`src/rtl/lru_victim_pkg.sv`:
```
package lru_victim_pkg;
  typedef enum logic {
    CLS_PRIVATE  = 1'b0,
    CLS_COHERENT = 1'b1
  } vic_class_e;

  function automatic vic_class_e way_class(input logic shared, input logic owned);
    return (shared | owned) ? CLS_COHERENT : CLS_PRIVATE;
  endfunction
endpackage

```
`src/rtl/lru_age_update.sv`:
```
module lru_age_update #(
  parameter int NUM_WAYS = 4,
  localparam int AGE_W = $clog2(NUM_WAYS)
) (
  input  logic [NUM_WAYS-1:0][AGE_W-1:0] ages_i,
  input  logic [AGE_W-1:0]               way_i,
  output logic [NUM_WAYS-1:0][AGE_W-1:0] ages_o
);
  logic [AGE_W-1:0] touched_age;
  assign touched_age = ages_i[way_i];

  for (genvar w = 0; w < NUM_WAYS; w++) begin : g_way
    always_comb begin
      if (way_i == AGE_W'(w))            ages_o[w] = '0;
      else if (ages_i[w] < touched_age)  ages_o[w] = ages_i[w] + AGE_W'(1);
      else                               ages_o[w] = ages_i[w];
    end
  end
endmodule

```
`src/rtl/lru_victim_pick.sv`:
```
module lru_victim_pick
  import lru_victim_pkg::*;
#(
  parameter int NUM_WAYS = 4,
  localparam int AGE_W = $clog2(NUM_WAYS)
) (
  input  logic [NUM_WAYS-1:0][AGE_W-1:0] ages_i,
  input  logic [NUM_WAYS-1:0]            line_valid_i,
  input  logic [NUM_WAYS-1:0]            shared_i,
  input  logic [NUM_WAYS-1:0]            owned_i,
  output logic [AGE_W-1:0]               way_o
);
  logic [NUM_WAYS-1:0][AGE_W:0] key;
  logic             inv_found;
  logic [AGE_W-1:0] inv_way;
  logic [AGE_W-1:0] best_way;
  logic [AGE_W:0]   best_key;

  // higher key wins: private class first, then oldest age
  for (genvar w = 0; w < NUM_WAYS; w++) begin : g_key
    vic_class_e cls;
    assign cls    = way_class(shared_i[w], owned_i[w]);
    assign key[w] = {cls == CLS_PRIVATE, ages_i[w]};
  end

  always_comb begin
    inv_found = 1'b0;
    inv_way   = '0;
    for (int w = NUM_WAYS - 1; w >= 0; w--) begin
      if (!line_valid_i[w]) begin
        inv_found = 1'b1;
        inv_way   = AGE_W'(w);
      end
    end
  end

  always_comb begin
    best_way = '0;
    best_key = key[0];
    for (int w = 1; w < NUM_WAYS; w++) begin
      if (key[w] > best_key) begin
        best_key = key[w];
        best_way = AGE_W'(w);
      end
    end
  end

  assign way_o = inv_found ? inv_way : best_way;
endmodule

```
`src/rtl/lru_victim_sel.sv`:
```
module lru_victim_sel #(
  parameter int NUM_SETS = 16,
  parameter int NUM_WAYS = 4,
  localparam int SET_W = $clog2(NUM_SETS),
  localparam int WAY_W = $clog2(NUM_WAYS)
) (
  input  logic                clk_i,
  input  logic                rst_ni,
  input  logic                acc_valid_i,
  input  logic [SET_W-1:0]    acc_set_i,
  input  logic [WAY_W-1:0]    acc_way_i,
  input  logic                vic_req_i,
  input  logic [SET_W-1:0]    vic_set_i,
  input  logic [NUM_WAYS-1:0] vic_line_valid_i,
  input  logic [NUM_WAYS-1:0] vic_shared_i,
  input  logic [NUM_WAYS-1:0] vic_owned_i,
  output logic                vic_valid_o,
  output logic [WAY_W-1:0]    vic_way_o
);
  logic [NUM_WAYS-1:0][WAY_W-1:0] age_q [NUM_SETS];
  logic [NUM_WAYS-1:0][WAY_W-1:0] acc_cur, acc_upd, vic_ages;
  logic [WAY_W-1:0]               pick_way;
  logic                           same_set;

  assign acc_cur  = age_q[acc_set_i];
  assign same_set = acc_valid_i && (acc_set_i == vic_set_i);
  // access wins over a same-cycle request to the same set
  assign vic_ages = same_set ? acc_upd : age_q[vic_set_i];

  lru_age_update #(.NUM_WAYS(NUM_WAYS)) u_update (
    .ages_i (acc_cur),
    .way_i  (acc_way_i),
    .ages_o (acc_upd)
  );

  lru_victim_pick #(.NUM_WAYS(NUM_WAYS)) u_pick (
    .ages_i       (vic_ages),
    .line_valid_i (vic_line_valid_i),
    .shared_i     (vic_shared_i),
    .owned_i      (vic_owned_i),
    .way_o        (pick_way)
  );

  always_ff @(posedge clk_i or negedge rst_ni) begin
    if (!rst_ni) begin
      for (int s = 0; s < NUM_SETS; s++)
        for (int w = 0; w < NUM_WAYS; w++)
          age_q[s][w] <= WAY_W'(w);
    end else if (acc_valid_i) begin
      age_q[acc_set_i] <= acc_upd;
    end
  end

  always_ff @(posedge clk_i or negedge rst_ni) begin
    if (!rst_ni) begin
      vic_valid_o <= 1'b0;
      vic_way_o   <= '0;
    end else begin
      vic_valid_o <= vic_req_i;
      if (vic_req_i) vic_way_o <= pick_way;
    end
  end
endmodule

```
`config.mk`:
```
export PLATFORM = sky130hd
export DESIGN_NAME = lru_victim_sel
export DESIGN_NICKNAME = d
export VERILOG_FILES = /design/src/rtl/lru_victim_pkg.sv /design/src/rtl/lru_age_update.sv /design/src/rtl/lru_victim_pick.sv /design/src/rtl/lru_victim_sel.sv
export SDC_FILE = /design/constraint.sdc
export NUM_CORES = 1
export LEC_CHECK = 0
export BUFFER_PORTS_ARGS = -buffer_cell sky130_fd_sc_hd__buf_4
export CAP_MARGIN = 40
export CORE_UTILIZATION = 48
export CTS_CLUSTER_DIAMETER = 40
export DETAILED_ROUTE_END_ITERATION = 8
export MAX_ROUTING_LAYER = met4
export SYNTH_ARGS = -nofsm -noshare
export SYNTH_HDL_FRONTEND = slang
export SYNTH_SLANG_ARGS = --single-unit
```
`constraint.sdc`:
```
create_clock -name clk_i -period 20.7 [get_ports clk_i]
set_input_delay 1.035 -clock clk_i [delete_from_list [all_inputs] [get_ports clk_i]]
set_output_delay 1.035 -clock clk_i [all_outputs]
set_load 0.01 [all_outputs]
```
==> flow_metrics.env <==
export IMPL_pin_count=29
export IMPL_num_nets_final=642
export IMPL_multi_input_area_sq_um=4470
export IMPL_initial_utilization_pct=49.1
export IMPL_die_area_sq_um=17400
export IMPL_syn_area_sq_um=8110
export IMPL_rrSetupSlack_ns=12.79
export IMPL_hold_end="age_q[61]"
export IMPL_reg2reg_depth=35
export IMPL_cp_max_fo=41
export IMPL_numPortBuffers=28
export IMPL_max_slew_margin_pct=36.9
export IMPL_finalHoldViolCount=0
export IMPL_fin_cells=836
export IMPL_skew_ns=0.00786
export IMPL_grt_pass1_vias=5590
export IMPL_antenna_found_initial=0
export IMPL_syn_inst=583
export IMPL_synth_top_area_cell="dfstp_2"
export IMPL_hp_start="age_q[61]"
export IMPL_synthArstFlopShare_pct=100
export IMPL_ys_flop_type="dfrtp_1"
export IMPL_synthMostInstantiatedCell="mux2_2"
export IMPL_yosys_warnings=0
export IMPL_grt_usage_pct=27.6
export IMPL_clkLatencyLatePin_ns=0.43
export IMPL_cp_slowest_cell="mux4_1"
export IMPL_via_count=5289
export IMPL_syn_avg_cell_area_sq_um=13.9
export IMPL_ys_types=62
export IMPL_cpPeakStageDelay_ns=0.64
export IMPL_crit_top_cell="ha_1"
export IMPL_drive_above_1_share_pct=55.5
export IMPL_min_path_type="register to register"
export IMPL_clockBufferDepth=2
export IMPL_hold_depth=2
export IMPL_cts_hold_buffers=0
export IMPL_p_leak_uw=0.00377
export IMPL_dpl_hpwl_microns=14500
export IMPL_synth_fp_nets=622
export IMPL_n_antenna_cell=0
export IMPL_cts_reportedPaths_clkPinSlew_ns=0.06
export IMPL_r2r_end="vic_way_o[0]"
export IMPL_ir_worst_vdd_uv=66.2
export IMPL_status="finished clean"
export IMPL_cts_inserted_buffers=17
export IMPL_antenna_left=0
export IMPL_synth_area_top_cells="dfstp_2 (21%), dfrtp_1 (21%), mux4_2 (20%), mux2_2 (15%), ha_1 (2.0%)"
export IMPL_maxSlewViolCount=0
export IMPL_fmax_ghz=0.113
export IMPL_cts_root_buf="clkbuf_16"
export IMPL_routedWlPerCell_microns=25.8
export IMPL_power_uw=884
export IMPL_place_inst=803
export IMPL_pre_cts_ws_ns=11.38
export IMPL_r2r_start="age_q[25]"
export IMPL_n_fill_cell=1340
export IMPL_drt_iter0_markers=322
export IMPL_h_tree_depth=4
export IMPL_regArea_sq_um=3360
export IMPL_critPathCaptureType="register"
export IMPL_setup_worst_path_start_class="input pin"
export IMPL_drv_cap=0
export IMPL_rows=47
export IMPL_core_sq_um=16500
export IMPL_period_share_pct=42.8
export IMPL_setup_viol=0
export IMPL_gp_congestion=0.913
export IMPL_fp_dieH_microns=132
export IMPL_cts_tree="yes"
export IMPL_grt_overflow_total=0
export IMPL_grt_max_degree=54
export IMPL_postCtsResizedCells=0
export IMPL_netlist_top_cells_count="mux2_2 (110), mux4_2 (72), dfrtp_1 (67)"
export IMPL_synth_seq_cells=131
export IMPL_drc_errors=0
export IMPL_min_period_ns=8.86
export IMPL_drt_pass1_iter_count=4
export IMPL_yosysSeqAreaShare_pct=41.4
export IMPL_clkSinkCount=131
export IMPL_synth_top_area_share_pct=20.7
export IMPL_setup_tns_ns=0
export IMPL_critPathKind="input pin to register"
export IMPL_die_w_microns=132
export IMPL_grt_pass1_wl_microns=34200
export IMPL_synth_edff_count=0
export IMPL_arrival_ns=9.16
export IMPL_worst_slew_pin_slew_ns=0.944
export IMPL_crit_required_ns=21.00
export IMPL_area_growth_pct=12.8
export IMPL_wirelength_microns=21600
export IMPL_rsz0062_at_grt="no"
export IMPL_setup_ws_ns=11.84
export IMPL_cts_setup_buffers=0
export IMPL_p_per_area_nw_per_um2=96.6
export IMPL_via_per_inst=6.33
export IMPL_postLayoutCoreUtil_pct=55.3
[where the power goes]
| group | internal (uW) | switching, uW | total [uW] | leakage (uW) |
|---|---|---|---|---|
| combinational | 111 | 101 | 213 | 0.00189 |
| sequential | 314 | 29.5 | 343 | 0.00158 |
| clock | 209 | 119 | 328 | 0.000308 |
| total | 634 | 250 | 884 | 0.00377 |
[sequential cells by signal, indices dropped and copies added, names as in the netlist]
signal       count
age_q          128
vic_valid_o      1
vic_way_o        2
[metal layers]
| layer | track usage [%] | up-vias | part of all wire, % |
|---|---|---|---|
| met5 | - | - | 0 |
| met4 | 11.4 | 0 | 2.9 |
| met3 | 6.07 | 44 | 5.7 |
| met2 | 43.7 | 164 | 50 |
| met1 | 34.3 | 2789 | 42 |
| li1 | - | 2292 | - |
[worst max-delay path, delay by kind of cell]
kind,cells,cell delay (ns)
and+or+nand+nor,11,1.88
muxes,4,1.97
AOI/OAI and AO/OA,13,2.30
xor gates and xnor gates,1,0.15
adders and majority gates,4,0.99
buffers and inverters,3,0.78
[kinds of logic (layout without fill, tap and decap cells)]
family | Yosys count | after routing | synth area share (%)
AOI/OAI and AO/OA | 60 | 60 | 5.68
xor gates and xnor gates | 10 | 10 | 1.64
adders and majority gates | 13 | 13 | 2.01
buffers and inverters | 55 | 88 | 3.41
DFF | 131 | 131 | 41.4
muxes | 208 | 208 | 39.4
and+or+nand+nor | 106 | 106 | 6.41
[placed cells by master (no fill, tap or decap), types with 8 or more instances in the layout]
| cell | count |
|---|---|
| mux2_2 | 110 |
| mux4_2 | 72 |
| dfrtp_1 | 67 |
| clkbuf_16 | 17 |
| nand2b_1 | 8 |
| mux2_4 | 9 |
| o31ai_1 | 21 |
| nand3_1 | 10 |
| dfstp_2 | 64 |
| buf_4 | 38 |
| ha_1 | 13 |
| nand2_1 | 33 |
| nor2_1 | 25 |
| inv_1 | 12 |
| mux2i_1 | 13 |
[worst max-delay path by stage]
stage                             from            to  slack [ns]  cells past startpoint
after floorplan           acc_set_i[0]  vic_way_o[0]       12.47                     39
after detailed placement  acc_set_i[0]  vic_way_o[0]       11.38                     36
final                     acc_set_i[0]  vic_way_o[0]       11.84                     36
after global placement    acc_set_i[0]  vic_way_o[0]       11.64                     36
after global routing      acc_set_i[0]  vic_way_o[0]       11.16                     36
after CTS                 acc_set_i[0]  vic_way_o[0]       11.81                     36
[stage by stage]
stage / hold WS (ns) / area (sq um)
final: 0.482 / 9150
after detailed placement: 0.474 / 8500
after CTS: 0.483 / 9140
after global placement: 0.469 / 8430
after global routing: 0.505 / 9150
after floorplan: 0.457 / 8110
[final cells by class]
cell class | count | area share, %
multi-input cells | 397 | 48.9
flip-flops and latches | 131 | 36.7
clock buffers | 21 | 5.03
repair buffers | 43 | 3.87
well taps | 220 | 3.01
clock inverters | 11 | 1.93
inverters | 13 | 0.534
No activity file was read; power rests on OpenSTA's default activity.
